**config.mk**
```make
export PLATFORM = sky130hd
export DESIGN_NAME = fpcmp_top
export DESIGN_NICKNAME = d
export VERILOG_FILES = /design/src/rtl/fpcmp_pkg.sv /design/src/rtl/fpcmp_lane.sv /design/src/rtl/fpcmp_pred.sv /design/src/rtl/fpcmp_top.sv
export SDC_FILE = /design/constraint.sdc
export NUM_CORES = 1
export LEC_CHECK = 0
export BUFFER_PORTS_ARGS = -buffer_cell sky130_fd_sc_hd__buf_2
export CORE_AREA = 5 5 152 154
export DETAILED_ROUTE_END_ITERATION = 12
export DIE_AREA = 0 0 157 159
export GPL_ROUTABILITY_DRIVEN = 0
export GPL_TIMING_DRIVEN = 0
export PLACE_DENSITY_LB_ADDON = 0.1
export SLEW_MARGIN = 20
export SYNTH_ARGS = -nofsm -noshare
export SYNTH_HDL_FRONTEND = slang
export SYNTH_HIERARCHICAL = 1
export SYNTH_SLANG_ARGS = --single-unit
export TNS_END_PERCENT = 1
```
**constraint.sdc**
```tcl
create_clock -name clk -period 6.78 [get_ports clk]
set_input_delay 1.356 -clock clk [delete_from_list [all_inputs] [get_ports clk]]
set_output_delay 1.356 -clock clk [all_outputs]
set_load 0.005 [all_outputs]
```
**src/rtl/fpcmp_pkg.sv**
```systemverilog
package fpcmp_pkg;

    typedef enum logic [2:0] {
        PR_EQ    = 3'd0,
        PR_LT    = 3'd1,
        PR_LE    = 3'd2,
        PR_UNORD = 3'd3,
        PR_NE    = 3'd4,
        PR_NLT   = 3'd5,
        PR_NLE   = 3'd6,
        PR_ORD   = 3'd7
    } pred_e;

    // Relation of one lane pair; at most one of the three is set.
    typedef struct packed {
        logic unord;
        logic lt;
        logic eq;
    } rel_t;

    typedef struct packed {
        logic zf;
        logic pf;
        logic cf;
    } oflags_t;

    function automatic logic pred_eval(input pred_e p, input rel_t r);
        logic lt_o, eq_o;
        lt_o = r.lt & ~r.unord;
        eq_o = r.eq & ~r.unord;
        case (p)
            PR_EQ:    return eq_o;
            PR_LT:    return lt_o;
            PR_LE:    return lt_o | eq_o;
            PR_UNORD: return r.unord;
            PR_NE:    return ~eq_o;
            PR_NLT:   return ~lt_o;
            PR_NLE:   return ~(lt_o | eq_o);
            default:  return ~r.unord;
        endcase
    endfunction

    function automatic oflags_t flags_of(input rel_t r);
        oflags_t f;
        if (r.unord)   f = '{zf: 1'b1, pf: 1'b1, cf: 1'b1};
        else if (r.lt) f = '{zf: 1'b0, pf: 1'b0, cf: 1'b1};
        else if (r.eq) f = '{zf: 1'b1, pf: 1'b0, cf: 1'b0};
        else           f = '{zf: 1'b0, pf: 1'b0, cf: 1'b0};
        return f;
    endfunction

endpackage

```
**src/rtl/fpcmp_lane.sv**
```systemverilog
module fpcmp_lane #(
    parameter int EXP_W = 8,
    parameter int MAN_W = 23,
    localparam int W = 1 + EXP_W + MAN_W
) (
    input  logic [W-1:0]     op_a,
    input  logic [W-1:0]     op_b,
    output fpcmp_pkg::rel_t  rel
);
    logic             sign_a, sign_b;
    logic [W-2:0]     mag_a, mag_b;
    logic             nan_a, nan_b, any_nan;
    logic             both_zero, mag_lt, mag_eq;

    assign sign_a = op_a[W-1];
    assign sign_b = op_b[W-1];
    assign mag_a  = op_a[W-2:0];
    assign mag_b  = op_b[W-2:0];

    assign nan_a   = (&op_a[W-2 -: EXP_W]) & (|op_a[MAN_W-1:0]);
    assign nan_b   = (&op_b[W-2 -: EXP_W]) & (|op_b[MAN_W-1:0]);
    assign any_nan = nan_a | nan_b;

    assign both_zero = (mag_a == '0) && (mag_b == '0);
    assign mag_lt    = mag_a < mag_b;
    assign mag_eq    = mag_a == mag_b;

    always_comb begin
        rel.unord = any_nan;
        rel.eq    = ~any_nan & (both_zero | (op_a == op_b));
        if (any_nan || both_zero)
            rel.lt = 1'b0;
        else if (sign_a != sign_b)
            rel.lt = sign_a;
        else if (!sign_a)
            rel.lt = mag_lt;
        else
            rel.lt = ~mag_lt & ~mag_eq;
    end
endmodule

```
**src/rtl/fpcmp_pred.sv**
```systemverilog
module fpcmp_pred #(
    parameter int W = 32
) (
    input  fpcmp_pkg::pred_e pred,
    input  fpcmp_pkg::rel_t  rel,
    output logic [W-1:0]     mask
);
    logic hit;
    assign hit  = fpcmp_pkg::pred_eval(pred, rel);
    assign mask = {W{hit}};
endmodule

```
**src/rtl/fpcmp_top.sv**
```systemverilog
module fpcmp_top #(
    parameter int NUM_LANES = 4,
    parameter int EXP_W     = 8,
    parameter int MAN_W     = 23,
    parameter int IMM_W     = 8,
    localparam int LANE_W   = 1 + EXP_W + MAN_W,
    localparam int DATA_W   = NUM_LANES * LANE_W
) (
    input  logic              clk,
    input  logic              rst,
    input  logic              in_valid,
    input  logic [DATA_W-1:0] src_a,
    input  logic [DATA_W-1:0] src_b,
    input  logic [IMM_W-1:0]  imm,
    input  logic              scalar_mode,
    output logic              out_valid,
    output logic [DATA_W-1:0] result,
    output logic [2:0]        cmp_flags,
    output logic [2:0]        aux_flags
);
    import fpcmp_pkg::*;

    pred_e             pred;
    rel_t              lane_rel [NUM_LANES];
    logic [DATA_W-1:0] result_nxt;
    oflags_t           flags_nxt;

    assign pred = pred_e'(imm[2:0]);

    for (genvar g = 0; g < NUM_LANES; g++) begin : g_lane
        logic [LANE_W-1:0] lane_mask;

        fpcmp_lane #(.EXP_W(EXP_W), .MAN_W(MAN_W)) cmp_i (
            .op_a (src_a[g*LANE_W +: LANE_W]),
            .op_b (src_b[g*LANE_W +: LANE_W]),
            .rel  (lane_rel[g])
        );

        fpcmp_pred #(.W(LANE_W)) dec_i (
            .pred (pred),
            .rel  (lane_rel[g]),
            .mask (lane_mask)
        );

        if (g == 0) begin : g_low
            assign result_nxt[g*LANE_W +: LANE_W] = lane_mask;
        end else begin : g_high
            assign result_nxt[g*LANE_W +: LANE_W] =
                scalar_mode ? src_a[g*LANE_W +: LANE_W] : lane_mask;
        end
    end

    assign flags_nxt = flags_of(lane_rel[0]);

    always_ff @(posedge clk) begin
        if (rst) begin
            out_valid <= 1'b0;
            result    <= '0;
            cmp_flags <= 3'b000;
        end else begin
            out_valid <= in_valid;
            if (in_valid) begin
                result    <= result_nxt;
                cmp_flags <= flags_nxt;
            end
        end
    end

    assign aux_flags = 3'b000;
endmodule

```
==> impl_metrics.json, run 1 <==
{
  "status": "finished clean",
  "arrival_ns": 4.74,
  "cp_top_family": "simple AND/OR/NAND/NOR gates",
  "clkTransAtPathRegs_ns": 0.06,
  "final_max_slew_viol_count": 0,
  "critPathLaunchType": "input port",
  "drv_cap": 0,
  "yosys-mux-area-fraction_pct": 11.8,
  "clock.fmax_ghz": 0.227,
  "grt_max_degree": 18,
  "core-area_um2": 21600,
  "yosysSeqAreaShare_pct": 24.1,
  "min_period_over_period_pct": 65.0,
  "hold_viol_final": 0,
  "netlist_instances": 1294,
  "via_per_inst": 5.26,
  "hold_class": "reg -> reg",
  "antenna_found_initial": 2,
  "worst-setup-path-type": "in -> reg",
  "dr.pass1.iters": 5,
  "multi_input_area_um2": 6530,
  "postCtsHoldBufs": 0,
  "dieArea_um2": 25000,
  "synthDistinctLibCells": 45,
  "fin_ws_ns": 2.37,
  "power_uw": 2730,
  "wirelength_mm": 33.0,
  "layout-drive-gt1-share_pct": 37.5,
  "rows": 54,
  "num_vias": 10567,
  "fin_setup_tns_ns": 0,
  "worstPathCellList": "buf_2, inv_1, ha_1, and4_1, nor4b_4, nor3b_2, a21boi_2, o31a_2, a211oi_2, and4bb_1, nor4_2, xnor2_2, buf_6, buf_6, buf_4, mux2i_1, a211oi_1",
  "die_y_um": 159,
  "layout.area.seq_um2": 2640,
  "clockBufferDepth": 2,
  "clock-sinks": 132,
  "fillers": 1910,
  "skew_ns": 0,
  "ys_ff_latch": 132,
  "cts_buffers": 17,
  "postCtsSetupRepairBufs": 0,
  "synth_compound_area_share_pct": 13.5,
  "postRouteAntennaNets": 0,
  "syn_to_final_growth_pct": 28.0,
  "relSlewSlack_pct": 57.4,
  "grt_pass1_vias": 10529,
  "nets": 2106,
  "io_pins": 403,
  "synth_simple_gate_area_share_pct": 19.1,
  "power.leakage_uw": 0.00738,
  "syn_area_um2": 11000,
  "cts.repair.resized": 0,
  "critPathMaxStageDelay_ns": 0.37,
  "synth_top_family_by_area": "simple AND/OR/NAND/NOR gates",
  "synthAdderAreaFrac_pct": 14.1,
  "die-width_um": 157,
  "drc_errors": 0,
  "syn_avg_cell_area_um2": 8.47,
  "required_ns": 7.11,
  "synth_xor_area_share_pct": 0.639,
  "clk_latency_ns": 0.42,
  "crit_slowest_cell": "nor4_2",
  "cts-root-buf": "clkbuf_16",
  "gr-total-overflow": 0,
  "setup_viol": 0,
  "portBuffers": 391,
  "worstMarginPinSlew_ns": 0.637,
  "pre_cts_ws_ns": 2.01,
  "cts_tree": "done",
  "avgRoutedWirePerCell_um": 16.4,
  "grt_pass1_wl_mm": 52.1,
  "critPathMostFrequentCell": "buf_6",
  "ys_warn_count": 6,
  "fin_crit_ns": 4.41,
  "cp_max_fo": 15,
  "power.density_nw_per_um2": 194,
  "cp_num_buf_inv": 5,
  "track_usage_pct": 25.4,
  "dpl.hpwl_mm": 27.4,
  "start_util_pct": 50.9,
  "drt_iter0_drc": 462,
  "vdd_drop_max_uv": 138,
  "end_kind": "flop",
  "htree_num_levels": 4,
  "rsz0062_at_grt": "false"
}
[routing by layer]
metal / part of all wire (%) / track usage, %
met1: 42 / 31.2
met2: 49 / 44.5
met3: 6.6 / 5.44
met4: 2.3 / 7.53
met5: 0.033 / 0
[layout by cell type, fill, tap and decap left out, types with 8 or more instances in the layout]
cell and count:
nor2_1 152, buf_6 8, a21oi_1 48, mux2i_1 129
nand4_1 36, nor3_1 8, nand2_1 40, buf_2 404
o21ai_0 12, ha_1 124, dfxtp_1 132, inv_1 133
nand3_1 24, and4_1 8, clkbuf_1 23, nor4_1 60
clkbuf_16 17, a211oi_1 101, and4bb_1 8, buf_4 144
[per-stage QoR]
stage / instances / utilization [%] / hold slack, ns / cell area (um^2)
floorplan: 1296 / - / 0.476 / 11000
global placement: 1967 / 61.6 / 0.466 / 13300
detailed placement: 1975 / 62.2 / 0.474 / 13400
CTS: 2006 / 65.1 / 0.482 / 14000
global route: 2007 / 65.1 / 0.495 / 14000
finish: 2008 / 65.1 / 0.479 / 14000
[path summary, 6_finish.rpt]
path / slack, ns / to / cells past startpoint / start
setup / recovery: 2.37 / result[34] / 17 / src_b[57]
hold / removal: 0.48 / result[106] / 2 / result[106]
setup reg to reg: 6.03 / result[34] / 2 / result[34]
hold reg to reg: 0.48 / result[106] / 2 / result[106]
[worst register-to-register path: stages, from the launching register on]
cell and delay, ns:
dfxtp_1 0.33, nor2_1 0.06, a211oi_1 0.27
[sequential cells by signal (all words and copies together), names as in the netlist]
name       cells
result       128
cmp_flags      3
out_valid      1
[cell families after synthesis]
family | count (synthesis)
AO/OA/AOI/OAI | 202
flip-flops | 132
other | 1
buffers and inverters | 320
XOR/XNOR | 8
adder cells (fa/ha/maj) | 124
AND/OR/NAND/NOR | 378
multiplexers | 129
[cells in the mapped netlist, drive strengths merged]
library cell / number / area share (%)
buf: 164 / 11
a221o: 4 / 0.41
or2: 4 / 0.23
o31ai: 8 / 0.73
nor2b: 1 / 0.057
nor4b: 4 / 0.87
nand3: 24 / 1.1
nor3: 8 / 0.37
ha: 124 / 14
conb: 1 / 0.034
dfxtp: 132 / 24
nand2b: 5 / 0.29
o32ai: 4 / 0.32
a311oi: 1 / 0.080
nor4: 64 / 3.9
a211oi: 105 / 7.4
nand3b: 4 / 0.27
o21ai: 16 / 0.73
nor3b: 8 / 0.73
and4: 8 / 0.64
nand4: 40 / 2.5
a21boi: 4 / 0.41
inv: 133 / 4.6
a21oi: 48 / 2.2
a221oi: 8 / 0.87
and3: 4 / 0.27
clkbuf: 23 / 0.79
o31a: 4 / 0.37
nor2: 152 / 5.2
xnor2: 8 / 0.64
and4bb: 8 / 0.91
mux2i: 129 / 12
nand2: 44 / 1.8
[cell type report]
| class | count | area share, % |
|---|---|---|
| repair buffers | 399 | 14.6 |
| plain buffers | 187 | 9.51 |
| inverters | 133 | 3.56 |
| clock inverters | 14 | 1.44 |
| clock buffers | 17 | 3.03 |
| multi-input cells | 844 | 46.5 |
| well taps | 280 | 2.50 |
| flip-flops and latches | 132 | 18.8 |
| diodes | 2 | 0.0357 |
[where the power goes]
| group | switching (uW) | total (uW) | internal [uW] |
|---|---|---|---|
| clock network | 374 | 992 | 619 |
| logic | 404 | 852 | 448 |
| registers | 35.7 | 881 | 845 |
| total | 814 | 2730 | 1910 |
Power figures use the tool's default switching activity.
==> run 2: changes to the inputs <==
ABC_AREA = 1   (was not set)
CORE_AREA = not set   (was 5 5 152 154)
CORE_MARGIN = 5   (was not set)
CORE_UTILIZATION = 49   (was not set)
DIE_AREA = not set   (was 0 0 157 159)
clock period = 3.9 ns   (was 6.78 ns; I/O delays follow)
==> impl_metrics.json, run 2 <==
{
  "status": "finished clean",
  "htree_num_levels": 4,
  "critPathMaxStageDelay_ns": 0.61,
  "largest_register_ffs": 128,
  "setup_viol": 0,
  "mostFrequentLayoutCell": "nor2_1",
  "yosysTopAreaCell": "dfxtp_1",
  "clockBufferDepth": 2,
  "synthArstFlopShare_pct": 0,
  "crit_slowest_cell": "nand2_1",
  "drv_cap": 0,
  "final_cell_mix": "nor2_1 (508), nand2_1 (497), buf_2 (418)",
  "portBuffers": 392,
  "relSlewSlack_pct": 27.6,
  "clk_latency_ns": 0.41,
  "rrSetupSlack_ns": 3.17,
  "core-area_um2": 26100,
  "die_y_um": 173,
  "antenna_found_initial": 5,
  "yosysMostFrequentCell": "nor2_1",
  "required_ns": 4.19,
  "synthTopCellsByArea": "dfxtp_1 (20%), nor2_1 (15%), nand2_1 (14%)",
  "layout-drive-gt1-share_pct": 25.4,
  "ys_warn_count": 6,
  "cts_tree": "done",
  "fin_util_pct": 61.4,
  "netlist_instances": 2203,
  "critPathLaunchType": "input port",
  "cp_top_family": "simple AND/OR/NAND/NOR gates",
  "critPathMostFrequentCell": "nor2_1",
  "dpl.hpwl_mm": 33.1,
  "grt_max_degree": 33,
  "pre_cts_ws_ns": -0.0533,
  "nets": 3009,
  "syn_area_um2": 13000,
  "avgRoutedWirePerCell_um": 13.4,
  "r2r-end": "result[118]",
  "postCtsHoldBufs": 0,
  "hold_class": "reg -> reg",
  "clock-sinks": 132,
  "drt_iter0_drc": 662,
  "hold_end": "cmp_flags[1]",
  "yosysSeqAreaShare_pct": 20.3,
  "placed_cells": 2933,
  "top_regs": "result (128), cmp_flags (3), out_valid (1)",
  "layoutNonFillerInstCount": 2970,
  "arrival_ns": 3.84,
  "synth_common_cells": "nor2_1 (508), nand2_1 (498), inv_1 (326)",
  "cts_buffers": 17,
  "hold_viol_final": 0,
  "clkTransAtPathRegs_ns": 0.07,
  "postCtsSetupRepairBufs": 0,
  "hold_depth": 2,
  "synthDistinctLibCells": 30,
  "worst-setup-path-type": "in -> reg",
  "dr.pass1.iters": 5,
  "power.density_nw_per_um2": 298,
  "io_pins": 403,
  "num_vias": 14255,
  "holdCritStartpoint": "cmp_flags[1]",
  "start_util_pct": 49.8,
  "dieArea_um2": 29900,
  "synth-main-ff-cell": "dfxtp_1",
  "cts-root-buf": "clkbuf_16",
  "gr-total-overflow": 0,
  "yosysTopAreaCellShare_pct": 20.3,
  "worstMarginPinSlew_ns": 1.08,
  "power.leakage_uw": 0.00927,
  "track_usage_pct": 25.5,
  "worstPathCellList": "buf_2, inv_1, ha_1, nand4_1, nor4_1, nand3_1, a21oi_1, nor2_1, nor2_1, nand2_1, nand3_1, nand2_1, buf_4, inv_1, nor2_1, nor2_1, nor2_1",
  "die-width_um": 173,
  "r2r-start": "result[118]",
  "rsz0062_at_grt": "false",
  "drc_errors": 0,
  "holdWs_ns": 0.470,
  "via_per_inst": 4.80,
  "synth_edf_count": 0,
  "vdd_drop_max_uv": 274,
  "largest_register": "result",
  "wirelength_mm": 39.8,
  "fillers": 2608,
  "fin_ws_ns": 0.358,
  "r2r.worst_path.cells": 2,
  "postRouteAntennaNets": 0,
  "fin_crit_ns": 3.54,
  "power_uw": 4790,
  "syn_avg_cell_area_um2": 5.91,
  "rows": 59,
  "cts.repair.resized": 0,
  "min_period_over_period_pct": 90.8,
  "cp_max_fo": 32,
  "final_max_slew_viol_count": 0,
  "cp_num_buf_inv": 4,
  "grt_pass1_vias": 13866,
  "ys_ff_latch": 132,
  "syn_to_final_growth_pct": 23.3,
  "clock.fmax_ghz": 0.282,
  "end_kind": "flop",
  "grt_pass1_wl_mm": 64.5,
  "skew_ns": 0
}
[run 2: changes by cell type after synthesis, moves of 15 or more]
cell / before / now
inv_1: 133 / 326
o21ai_0: 12 / 130
nand4_1: 36 / 80
nor4_1: 60 / 8
a211oi_1: 101 / 0
mux2i_1: 129 / 0
nor2_2: 0 / 16
nor2_1: 152 / 508
nand2_1: 40 / 498
nand3_1: 24 / 48
buf_6: 0 / 15
[run 2: worst max path at each step]
stage	endpoint	slack, ns	cells past startpoint	from
6_report	result[118]	0.36	17	src_b[98]
5_1_grt	result[53]	0.08	16	src_a[32]
4_1_cts	result[118]	0.37	17	src_b[98]
3_5_place_dp	result[47]	-0.05	17	src_a[32]
3_3_place_gp	result[47]	-0.02	17	src_a[32]
2_1_floorplan	result[123]	0.80	23	src_b[102]
[run 2: final cells by class]
type	count	area (um^2)	area share, %
timing repair buffer	393	1980	12.3
tap	335	419	2.61
multi-input combinational	1539	7680	47.9
sequential	132	2640	16.5
buffer	198	1430	8.91
antenna	5	12.5	0.0780
inverter	336	1260	7.88
clock buffer	17	425	2.65
clock inverter	15	193	1.20
[run 2: report_power, final]
part           internal (uW)  leakage, uW  switching (uW)
sequential              1450      0.00110            51.8
clock                   1020     0.000301             677
combinational            731      0.00788             849
[run 2: cell families after synthesis]
family / synth area share, %
AND/OR/NAND/NOR: 39.1
buffers and inverters: 20.7
AO/OA/AOI/OAI: 7.62
flip-flops: 20.3
adder cells (fa/ha/maj): 11.9
XOR/XNOR: 0.269
other: 0.0288
[run 2: worst min-delay path: stages, from the launching register on]
cell and delay (ns):
dfxtp_1 0.31, nor2_1 0.08, nor2_1 0.05
[run 2: routing by layer]
metal | vias up | share of wire (%) | global-route usage, %
met5 | - | 0 | 0
met4 | 0 | 2.7 | 8.58
met3 | 69 | 5.9 | 4.06
met2 | 396 | 47 | 45.6
met1 | 6229 | 44 | 31.2
li1 | 7561 | - | -
[run 2: through the flow]
step	area [um^2]	setup TNS, ns
2_1_floorplan	13000	0
3_3_place_gp	15400	-0.0159
3_5_place_dp	15400	-0.574
4_1_cts	16000	0
5_1_grt	16000	0
6_report	16000	0
==> run 3: changes to the inputs <==
CORE_ASPECT_RATIO = 1.25   (was not set)
==> impl_metrics.json, run 3 (synthesis gave the netlist of run 2 again) <==
{
  "drc_errors": 0,
  "mostFrequentLayoutCell": "nor2_1",
  "cts.repair.resized": 0,
  "postCtsHoldBufs": 0,
  "fillers": 2660,
  "die_y_um": 192,
  "holdWs_ns": 0.486,
  "portBuffers": 392,
  "r2r-start": "result[88]",
  "nets": 3008,
  "postRouteAntennaNets": 0,
  "clock.fmax_ghz": 0.306,
  "status": "finished clean",
  "clk_latency_ns": 0.43,
  "hold_viol_final": 0,
  "critPathMaxStageDelay_ns": 0.58,
  "dr.pass1.iters": 5,
  "dpl.hpwl_mm": 33.4,
  "fin_ws_ns": 0.637,
  "power.density_nw_per_um2": 296,
  "htree_num_levels": 4,
  "min_period_over_period_pct": 83.7,
  "cp_max_fo": 32,
  "antenna_found_initial": 4,
  "cts_buffers": 17,
  "largest_register_ffs": 128,
  "rrSetupSlack_ns": 3.20,
  "worstPathCellList": "buf_2, inv_1, ha_1, nand4_1, nor4_1, nand3_1, a21oi_1, nor2_1, nor2_1, nand2_1, nand3_1, nand2_2, buf_4, inv_1, nor2_1, nor2_1, nor2_1",
  "num_vias": 14442,
  "drt_iter0_drc": 672,
  "cts-root-buf": "clkbuf_16",
  "die-width_um": 156,
  "hold_class": "reg -> reg",
  "gr-total-overflow": 0,
  "required_ns": 4.22,
  "grt_pass1_wl_mm": 64.2,
  "grt_max_degree": 33,
  "r2r-end": "result[88]",
  "top_regs": "result (128), cmp_flags (3), out_valid (1)",
  "skew_ns": 0,
  "wirelength_mm": 40.6,
  "vdd_drop_max_uv": 233,
  "r2r.worst_path.cells": 2,
  "end_kind": "flop",
  "postCtsSetupRepairBufs": 0,
  "grt_pass1_vias": 13874,
  "clkTransAtPathRegs_ns": 0.06,
  "avgRoutedWirePerCell_um": 13.7,
  "layout-drive-gt1-share_pct": 25.3,
  "final_max_slew_viol_count": 0,
  "worstMarginPinSlew_ns": 0.703,
  "largest_register": "result",
  "cts_tree": "done",
  "final_cell_mix": "nor2_1 (508), nand2_1 (494), buf_2 (418)",
  "critPathMostFrequentCell": "nor2_1",
  "drv_cap": 0,
  "clockBufferDepth": 2,
  "dieArea_um2": 29900,
  "start_util_pct": 49.9,
  "rsz0062_at_grt": "false",
  "clock-sinks": 132,
  "critPathLaunchType": "input port",
  "power.leakage_uw": 0.00925,
  "track_usage_pct": 26.2,
  "worst-setup-path-type": "in -> reg",
  "relSlewSlack_pct": 53.0,
  "placed_cells": 2937,
  "pre_cts_ws_ns": -0.0327,
  "critPathLaunch": "src_b[34]",
  "core-area_um2": 26100,
  "setup_viol": 0,
  "arrival_ns": 3.59,
  "fin_crit_ns": 3.26,
  "layoutNonFillerInstCount": 2972,
  "syn_to_final_growth_pct": 23.1,
  "io_pins": 403,
  "rows": 66,
  "via_per_inst": 4.86,
  "crit_slowest_cell": "nor4_1",
  "crit_end": "result[51]"
}
-- run 3: changes by cell type in the layout (fill, tap and decap cells not counted), sizes merged --
cell	delta
clkinv	-2
clkbuf	+4
buf	-1
clkinvlp	+1
inv	-5
-- run 3: layer usage --
layer | global-route usage (%) | up-vias | share of wire, %
met2 | 47.5 | 408 | 49
met4 | 11.0 | 4 | 3.7
met5 | 0 | - | 0.034
met1 | 29.5 | 6373 | 41
li1 | - | 7557 | -
met3 | 5.66 | 100 | 6.4
-- run 3: stage by stage --
stage	setup TNS [ns]	utilization [%]	area [um^2]	total power [uW]
global placement	-0.0108	59.0	15400	3070
CTS	0	61.3	16000	4790
floorplan	0	-	13000	2560
detailed placement	-0.238	59.0	15400	3110
finish	0	61.4	16000	4750
global route	0	61.3	16000	5050
-- run 3: report_power, final --
| group | internal (uW) | switching [uW] |
|---|---|---|
| logic | 725 | 851 |
| registers | 1460 | 50.5 |
| clock network | 1030 | 635 |
| total | 3210 | 1540 |
-- run 3: worst min-delay path by stage --
stage                 startpoint            to  cells after the start
floorplan           cmp_flags[1]  cmp_flags[1]                      2
global placement      result[31]    result[31]                      2
detailed placement  cmp_flags[1]  cmp_flags[1]                      2
CTS                 cmp_flags[1]  cmp_flags[1]                      2
global route        cmp_flags[1]  cmp_flags[1]                      2
finish              cmp_flags[1]  cmp_flags[1]                      2
-- run 3: cell type report --
type | instances | area [um^2] | share of cell area [%]
multi-input combinational | 1539 | 7690 | 48.0
timing repair buffer | 392 | 1960 | 12.2
clock inverter | 9 | 129 | 0.805
inverter | 336 | 1260 | 7.89
tap | 340 | 425 | 2.66
clock buffer | 21 | 460 | 2.87
antenna | 5 | 12.5 | 0.0781
buffer | 198 | 1430 | 8.92
sequential | 132 | 2640 | 16.5
-- run 3: critical path, delay by kind of cell --
kind,cells,cell delay (ns)
simple gates,11,1.73
buf+inv,4,0.44
compound gates,1,0.28
fa+ha+maj,1,0.33
